### src/rtl/i2c_srx_pkg.sv
package i2c_srx_pkg;
  typedef enum logic [2:0] {
    ST_IDLE, ST_ADDR, ST_DATA, ST_HOLD, ST_REL, ST_ACK, ST_SKIP
  } srx_state_e;

  localparam logic [1:0] SEL_DATA = 2'd0;
  localparam logic [1:0] SEL_CTRL = 2'd1;
  localparam int CTRL_W       = 2;
  localparam int CTRL_NACK    = 0;
  localparam int CTRL_IRQ_CLR = 1;
endpackage

### src/rtl/i2c_srx_sync.sv
module i2c_srx_sync #(
  parameter int STAGES = 2,
  parameter int WIDTH  = 2
) (
  input  logic             clk_i,
  input  logic             rst_ni,
  input  logic [WIDTH-1:0] d_i,
  output logic [WIDTH-1:0] q_o
);
  logic [WIDTH-1:0] stg [STAGES];

  for (genvar s = 0; s < STAGES; s++) begin : g_stage
    if (s == 0) begin : g_first
      always_ff @(posedge clk_i or negedge rst_ni)
        if (!rst_ni) stg[0] <= '1;
        else         stg[0] <= d_i;
    end else begin : g_next
      always_ff @(posedge clk_i or negedge rst_ni)
        if (!rst_ni) stg[s] <= '1;
        else         stg[s] <= stg[s-1];
    end
  end

  assign q_o = stg[STAGES-1];
endmodule

### src/rtl/i2c_srx_cond.sv
module i2c_srx_cond (
  input  logic clk_i,
  input  logic rst_ni,
  input  logic scl_s_i,
  input  logic sda_s_i,
  output logic scl_rise_o,
  output logic scl_fall_o,
  output logic start_o,
  output logic stop_o
);
  logic scl_q, sda_q;

  always_ff @(posedge clk_i or negedge rst_ni)
    if (!rst_ni) begin
      scl_q <= 1'b1;
      sda_q <= 1'b1;
    end else begin
      scl_q <= scl_s_i;
      sda_q <= sda_s_i;
    end

  assign scl_rise_o = scl_s_i & ~scl_q;
  assign scl_fall_o = ~scl_s_i & scl_q;
  // SDA edges only count as conditions while SCL stays high
  assign start_o    = scl_s_i & scl_q & sda_q & ~sda_s_i;
  assign stop_o     = scl_s_i & scl_q & ~sda_q & sda_s_i;
endmodule

### src/rtl/i2c_srx_engine.sv
module i2c_srx_engine
  import i2c_srx_pkg::*;
#(
  parameter int DATA_W = 8,
  localparam int ADDR_W = DATA_W - 1,
  localparam int CNT_W  = $clog2(DATA_W + 1)
) (
  input  logic              clk_i,
  input  logic              rst_ni,
  input  logic              scl_rise_i,
  input  logic              scl_fall_i,
  input  logic              start_i,
  input  logic              stop_i,
  input  logic              sda_i,
  input  logic [ADDR_W-1:0] own_addr_i,
  input  logic              release_i,
  input  logic              nack_i,
  output logic              scl_hold_o,
  output logic              sda_drv_o,
  output logic              evt_o,
  output logic              addr_evt_o,
  output logic              trx_o,
  output logic [DATA_W-1:0] rx_data_o
);
  srx_state_e        st;
  logic [DATA_W-1:0] sh;
  logic [CNT_W-1:0]  cnt;
  logic              byte_end, addr_hit, addr_go;

  assign byte_end = scl_fall_i && (cnt == CNT_W'(DATA_W));
  assign addr_hit = (sh[DATA_W-1:1] == own_addr_i);
  assign addr_go  = addr_hit && !sh[0];
  assign evt_o    = !stop_i && !start_i && byte_end &&
                    ((st == ST_ADDR && addr_go) || st == ST_DATA);

  always_ff @(posedge clk_i or negedge rst_ni)
    if (!rst_ni) begin
      st         <= ST_IDLE;
      sh         <= '0;
      cnt        <= '0;
      scl_hold_o <= 1'b0;
      sda_drv_o  <= 1'b0;
      addr_evt_o <= 1'b0;
      trx_o      <= 1'b0;
      rx_data_o  <= '0;
    end else if (stop_i) begin
      st         <= ST_IDLE;
      scl_hold_o <= 1'b0;
      sda_drv_o  <= 1'b0;
    end else if (start_i) begin
      st         <= ST_ADDR;
      cnt        <= '0;
      scl_hold_o <= 1'b0;
      sda_drv_o  <= 1'b0;
    end else begin
      unique case (st)
        ST_ADDR, ST_DATA: begin
          if (scl_rise_i) begin
            sh  <= {sh[DATA_W-2:0], sda_i};
            cnt <= cnt + 1'b1;
          end else if (byte_end) begin
            cnt <= '0;
            if (st == ST_ADDR) begin
              if (addr_hit) trx_o <= sh[0];
              if (addr_go) begin
                st         <= ST_HOLD;
                scl_hold_o <= 1'b1;
                addr_evt_o <= 1'b1;
              end else begin
                st <= ST_SKIP;
              end
            end else begin
              rx_data_o  <= sh;
              st         <= ST_HOLD;
              scl_hold_o <= 1'b1;
              addr_evt_o <= 1'b0;
            end
          end
        end
        ST_HOLD: if (release_i) begin
          // address is always acknowledged, data follows the host's choice
          sda_drv_o <= addr_evt_o | ~nack_i;
          st        <= ST_REL;
        end
        ST_REL: begin
          // one cycle of SDA setup before SCL is let go
          scl_hold_o <= 1'b0;
          st         <= ST_ACK;
        end
        ST_ACK: if (scl_fall_i) begin
          sda_drv_o <= 1'b0;
          cnt       <= '0;
          st        <= ST_DATA;
        end
        default: ;
      endcase
    end
endmodule

### src/rtl/i2c_srx_hostif.sv
module i2c_srx_hostif
  import i2c_srx_pkg::*;
(
  input  logic              clk_i,
  input  logic              rst_ni,
  input  logic              reg_wr_i,
  input  logic [1:0]        reg_sel_i,
  input  logic [CTRL_W-1:0] reg_wdata_i,
  input  logic              irq_ack_i,
  input  logic              evt_i,
  output logic              nack_o,
  output logic              irq_o,
  output logic              release_o
);
  logic ctrl_wr;

  assign ctrl_wr   = reg_wr_i && (reg_sel_i == SEL_CTRL);
  assign release_o = reg_wr_i && (reg_sel_i == SEL_DATA);

  always_ff @(posedge clk_i or negedge rst_ni)
    if (!rst_ni) begin
      nack_o <= 1'b0;
      irq_o  <= 1'b0;
    end else begin
      if (ctrl_wr) nack_o <= reg_wdata_i[CTRL_NACK];
      if (evt_i)
        irq_o <= 1'b1;
      else if (irq_ack_i || (ctrl_wr && reg_wdata_i[CTRL_IRQ_CLR]))
        irq_o <= 1'b0;
    end
endmodule

### src/rtl/i2c_slave_rx.sv
module i2c_slave_rx
  import i2c_srx_pkg::*;
#(
  parameter int DATA_W      = 8,
  parameter int SYNC_STAGES = 2,
  localparam int ADDR_W     = DATA_W - 1
) (
  input  logic              clk_i,
  input  logic              rst_ni,
  input  logic              scl_i,
  input  logic              sda_i,
  output logic              scl_oe_o,
  output logic              sda_oe_o,
  input  logic [ADDR_W-1:0] own_addr_i,
  input  logic              reg_wr_i,
  input  logic [1:0]        reg_sel_i,
  input  logic [CTRL_W-1:0] reg_wdata_i,
  input  logic              irq_ack_i,
  output logic              irq_o,
  output logic [DATA_W-1:0] rx_data_o,
  output logic              trx_o,
  output logic              addr_evt_o
);
  logic scl_s, sda_s;
  logic scl_rise, scl_fall, start_c, stop_c;
  logic evt, rel, nack;

  i2c_srx_sync #(.STAGES(SYNC_STAGES), .WIDTH(2)) u_sync (
    .clk_i, .rst_ni,
    .d_i({scl_i, sda_i}),
    .q_o({scl_s, sda_s})
  );

  i2c_srx_cond u_cond (
    .clk_i, .rst_ni,
    .scl_s_i(scl_s), .sda_s_i(sda_s),
    .scl_rise_o(scl_rise), .scl_fall_o(scl_fall),
    .start_o(start_c), .stop_o(stop_c)
  );

  i2c_srx_engine #(.DATA_W(DATA_W)) u_eng (
    .clk_i, .rst_ni,
    .scl_rise_i(scl_rise), .scl_fall_i(scl_fall),
    .start_i(start_c), .stop_i(stop_c),
    .sda_i(sda_s), .own_addr_i,
    .release_i(rel), .nack_i(nack),
    .scl_hold_o(scl_oe_o), .sda_drv_o(sda_oe_o),
    .evt_o(evt), .addr_evt_o, .trx_o, .rx_data_o
  );

  i2c_srx_hostif u_host (
    .clk_i, .rst_ni,
    .reg_wr_i, .reg_sel_i, .reg_wdata_i, .irq_ack_i,
    .evt_i(evt), .nack_o(nack), .irq_o, .release_o(rel)
  );
endmodule

### config.mk
export PLATFORM = sky130hd
export DESIGN_NAME = i2c_slave_rx
export DESIGN_NICKNAME = d
export VERILOG_FILES = /design/src/rtl/i2c_srx_pkg.sv /design/src/rtl/i2c_srx_sync.sv /design/src/rtl/i2c_srx_cond.sv /design/src/rtl/i2c_srx_engine.sv /design/src/rtl/i2c_srx_hostif.sv /design/src/rtl/i2c_slave_rx.sv
export SDC_FILE = /design/constraint.sdc
export NUM_CORES = 1
export LEC_CHECK = 0
export BUFFER_PORTS_ARGS = -buffer_cell sky130_fd_sc_hd__buf_2
export CORE_AREA = 8 8 69 71
export DETAILED_ROUTE_END_ITERATION = 16
export DIE_AREA = 0 0 77 79
export HOLD_SLACK_MARGIN = 0.05
export PLACE_DENSITY_LB_ADDON = 0.1
export SYNTH_ARGS = -nofsm -noshare
export SYNTH_HDL_FRONTEND = slang
export SYNTH_SLANG_ARGS = --single-unit
### constraint.sdc
create_clock -name clk_i -period 1.6 [get_ports clk_i]
set_input_delay 0.08 -clock clk_i [delete_from_list [all_inputs] [get_ports clk_i]]
set_output_delay 0.08 -clock clk_i [all_outputs]
set_load 0.02 [all_outputs]
==> results.md <==
- The relative area change from synthesis to final layout is 38.7%.
- The length of routed met2 wiring is roughly 1800 µm.
- The launching element type of the critical path is a flop.
- For this run, the total global-route usage over all layers was measured as a little over an eighth.
- The part of the power in the clock network is 19.3%.
- The number of max-slew violations in the final report came to 0.
- The cell count after synthesis is 150.
- The overall die area is 6080 µm².
- The count of state elements after synthesis is 35.
- In this run the most critical hold path is launched from irq_ack_i.
- The distinct cell type count after synthesis is 40.
- The ratio of cells with drive above 1 in the final layout is roughly 51%.
- The highest cell delay on the worst timing path is around 0.56 ns.
- The first global-routing pass estimated 6400 µm of wire.
- TritonCTS built the clock tree.
- The first element of the critical path is u_cond.scl_q$_DFF_PN1_.
- The placer congestion estimate is 0.851.
- The number of violations of the max-capacitance limit is 0.
- In this run, the number of DRC markers left after iteration 0 of detailed routing was 43.
- The family with the most delay on the worst path is flip-flops.
- In the detailed route, the total length drawn on met3 is 298 µm.
- The critical path capture point type is a flop.
- The critical path goes through nand2b_4 > or3_4 > a32oi_2 > a21oi_2 > mux2_4.
- The highest metal layer carrying signal wires in the routed design is met4.
- The standby leakage power is approximately 1.2 nW.
- Buffers placed on the I/O ports in this run total 29.
- The die width is 77 µm.
- The synthesized design devotes to its leading area cell type between 40% and 50% of total area.
- Before antenna repair, the detailed router went through 4 iterations.
- Each instance of the synthesized netlist takes up on average 11.5 µm².
- The number of synthesized flops with an enable pin is 0.
- For this configuration, the core starts out at a cell density of 45.3%.
- The tree is rooted in a sky130_fd_sc_hd__clkbuf_8.
- The biggest fanout along the worst timing path is 3.
- The die is about 79 µm tall.
- Setup repair after global routing could not meet its margin everywhere.
- The setup-violating endpoint count in the final report is 13.
- The switching part of the total is 35.5%.
- The data required time of the critical path is 1.78 ns.
- The routed design has 4010 µm of wire.
- The flow ran to the end, but the final reports show violations.
- After floorplanning, the core was sized to cover 3800 µm².
- For this run, the leading register cell type out of synthesis is sky130_fd_sc_hd__dfrtp_1.
- The leading cell type by number of instances after synthesis is sky130_fd_sc_hd__dfrtp_1.
- Measured on the finished design, the core utilization comes to 62.8%.
- sky130_fd_sc_hd__dfrtp_1 takes more of the synthesized area than any other cell.
- The launch instance of the worst register-to-register path is u_cond.scl_q$_DFF_PN1_.
- By area the synthesized netlist is led by sky130_fd_sc_hd__dfrtp_1, sky130_fd_sc_hd__mux2_2, sky130_fd_sc_hd__dfstp_2.
- The number of clock sinks is 35.
- OpenSTA, run right after detailed placement, puts the worst setup slack at -0.141 ns.
- The category of the most critical setup path is reg2reg.
- The commonest cells after synthesis are sky130_fd_sc_hd__dfrtp_1, sky130_fd_sc_hd__mux2_2, sky130_fd_sc_hd__nor2_1, sky130_fd_sc_hd__inv_1, sky130_fd_sc_hd__nand2_1.
- The detail-routed via count per cell is 5.12.
- The number of nets handed over by synthesis was 169.
- The setup slack of the critical path after layout is -0.144 ns.
- The total via count in the routed design is 1376.
- The number of non-filler instances in the completed layout is roughly 270.
- The worst-margin pin slew is 0.441 ns.
- Overall power consumption after layout is estimated at 3.64 mW.
- Including well taps, the total number of placed cells is ~250.
- The power density over the cells is roughly 1500 nW/µm².
- The checks that failed: setup timing.
- The worst clock skew is 0.00470 ns.
- Summed over all failing endpoints, the final setup total negative slack is -0.739 ns.
- The total number of nets in the final design is between 200 and 250.
- The buffer and inverter count on the worst path is 0.
- Headroom to the max-slew limit came out at 70.6%.
- The post-detailed-route wirelength per cell is 14.9 µm.
- After synthesis, flip-flops and latches occupy 51.3% of the total area.
- The clock tree synthesis step divided the H-tree into 2 levels.
- The cell area after synthesis is 1720 µm².
- During synthesis, Yosys emitted a total of 0 warnings.
- Derived from the worst setup path, the maximum achievable clock frequency is 573 MHz.
- The class of the worst hold path is in2reg.
- The count of pins on the block boundary is 30.
- The residual antenna-violating net count after detailed routing is 0.
- The met1 wire length is 1810 µm.
- Combinational logic is responsible for 45.1% of the overall power.
- Clock-pin slew was measured on the worst setup and hold paths at 0.07 ns.
- The peak supply drop is 0.828 mV.
- The global-route congestion overflow total is 0.
- The clock passes through at most 2 buffers.
- After layout, the worst path uses 109% of the clock period.
- The number of rows created at floorplan is 23.
- The count of endpoints failing hold in the final timing report is 0.
- Detailed placement finished with a half-perimeter wire length of 2910 µm.
- The internal portion of the total power is 2.35 mW.
- The net switching power is 1.29 mW.
- The initial antenna violation count came to 0.
- The later pin in the worst-skew pair is clocked with a latency of slightly below 0.3 ns.
- The sequential power share is ~36%.
- Among all stages on the critical path, the largest delay is contributed by sky130_fd_sc_hd__dfstp_2.
- In the routed design, unresolved DRC markers number 0.
- The number of antenna cells inserted is 0.
- The maximum number of pins on one net before global-route repair is 36.
- The final critical-path required period is 1.74 ns.
- After synthesis, the share of flip-flops with an asynchronous set or reset is 100%.
- The via count of the first global-routing pass is 1364.
- The critical path data arrival time is 1.92 ns.
- The CTS buffer count is 5.
- Counting the fill cells in the layout gives 334.
registers in the layout, summed over array words and instances, names as in the netlist:
signal / count
u_eng.rx_data_o: 8
u_eng.sh: 8
u_eng.cnt: 4
u_eng.st: 3
u_sync.q_o: 2
u_sync.stg: 2
u_cond.scl_q: 1
u_cond.sda_q: 1
u_eng.addr_evt_o: 1
u_eng.scl_hold_o: 1
u_eng.sda_drv_o: 1
u_eng.trx_o: 1
u_host.irq_o: 1
u_host.nack_o: 1
worst min-delay path, delay by kind of cell:
family | cells | cell delay [ns]
AOI/OAI and AO/OA | 1 | 0.13
buffers and inverters | 2 | 0.13
through the flow:
stage                     instance area, µm²  hold WS (ns)
after floorplan                         1750        -0.216
after global placement                  2150         0.136
after detailed placement                2150         0.142
after CTS                               2330        0.0773
after global routing                    2390         0.108
final                                   2390        0.0886
final timing paths:
kind / to / slack, ns / cells after the start
worst max-delay path: u_eng.st[1]$_DFFE_PN0P_ / -0.14 / 5
worst min-delay path: u_host.irq_o$_DFFE_PN0P_ / 0.09 / 3
worst max register to register: u_eng.st[1]$_DFFE_PN0P_ / -0.14 / 5
worst min register to register: u_sync.q_o[0]$_DFF_PN1_ / 0.36 / 0
max in group asynchronous: u_cond.scl_q$_DFF_PN1_ / 0.90 / 3
min in group asynchronous: u_eng.sda_drv_o$_DFFE_PN0P_ / 0.35 / 3
placed cells by master (no fill, tap or decap), types with 3 or more instances in the layout:
cell / count
sky130_fd_sc_hd__nor2b_1: 4
sky130_fd_sc_hd__xor2_1: 6
sky130_fd_sc_hd__clkbuf_8: 7
sky130_fd_sc_hd__a31oi_1: 3
sky130_fd_sc_hd__dfstp_2: 6
sky130_fd_sc_hd__dlygate4sd3_1: 4
sky130_fd_sc_hd__nor2_1: 9
sky130_fd_sc_hd__buf_6: 4
sky130_fd_sc_hd__nand2_1: 6
sky130_fd_sc_hd__buf_4: 28
sky130_fd_sc_hd__mux2_2: 18
sky130_fd_sc_hd__dfrtp_1: 29
sky130_fd_sc_hd__inv_1: 5
sky130_fd_sc_hd__a21oi_1: 3
sky130_fd_sc_hd__nand3_1: 3
sky130_fd_sc_hd__buf_2: 29
sky130_fd_sc_hd__nand2b_1: 3
sky130_fd_sc_hd__mux2i_1: 3
sky130_fd_sc_hd__o21ai_1: 3
power groups by stage:
stage          clock network (mW)  logic, mW  registers (mW)
5_1_grt                     0.757       1.80            1.33
4_1_cts                     0.727       1.59            1.29
2_1_floorplan                   0      0.914            1.33
6_report                    0.701       1.64            1.30
3_3_place_gp                    0       1.47            1.29
3_5_place_dp                    0       1.51            1.30
layout make-up:
type	instances	area (µm²)	share of cell area [%]
multi-input cells	104	875	36.6
clock buffers	8	100	4.19
well taps	50	62.6	2.62
inverters	7	26.3	1.10
flip-flops and latches	35	883	37.0
repair buffers	65	440	18.4
metal layers:
metal  GRT usage (%)  up-vias
met4            6.79        0
met2            20.4       38
met5               0        -
met1            16.0      656
met3            5.08        6
li1                -      676
kinds of logic (layout without fill, tap and decap cells):
kind of cell / count (synthesis) / after routing / share of synthesized area (%)
muxes: 22 / 22 / 14.4
DFF: 35 / 35 / 51.3
buffers and inverters: 11 / 80 / 2.62
and+or+nand+nor: 46 / 46 / 15.4
xor gates and xnor gates: 9 / 9 / 4.58
adders and majority gates: 2 / 2 / 1.45
AOI/OAI and AO/OA: 25 / 25 / 10.2
timing repair:
action | 4_1_cts | 5_1_grt
resized for setup | 8 | 10
hold buffers | 4 | 0
pin swaps | 10 | 7
endpoints found under the hold margin | 32 | 0
buffers inserted | 1 | 2
endpoints found under the setup margin | 16 | 26
cloned | 0 | 1
No activity file was read; power rests on OpenSTA's default activity.
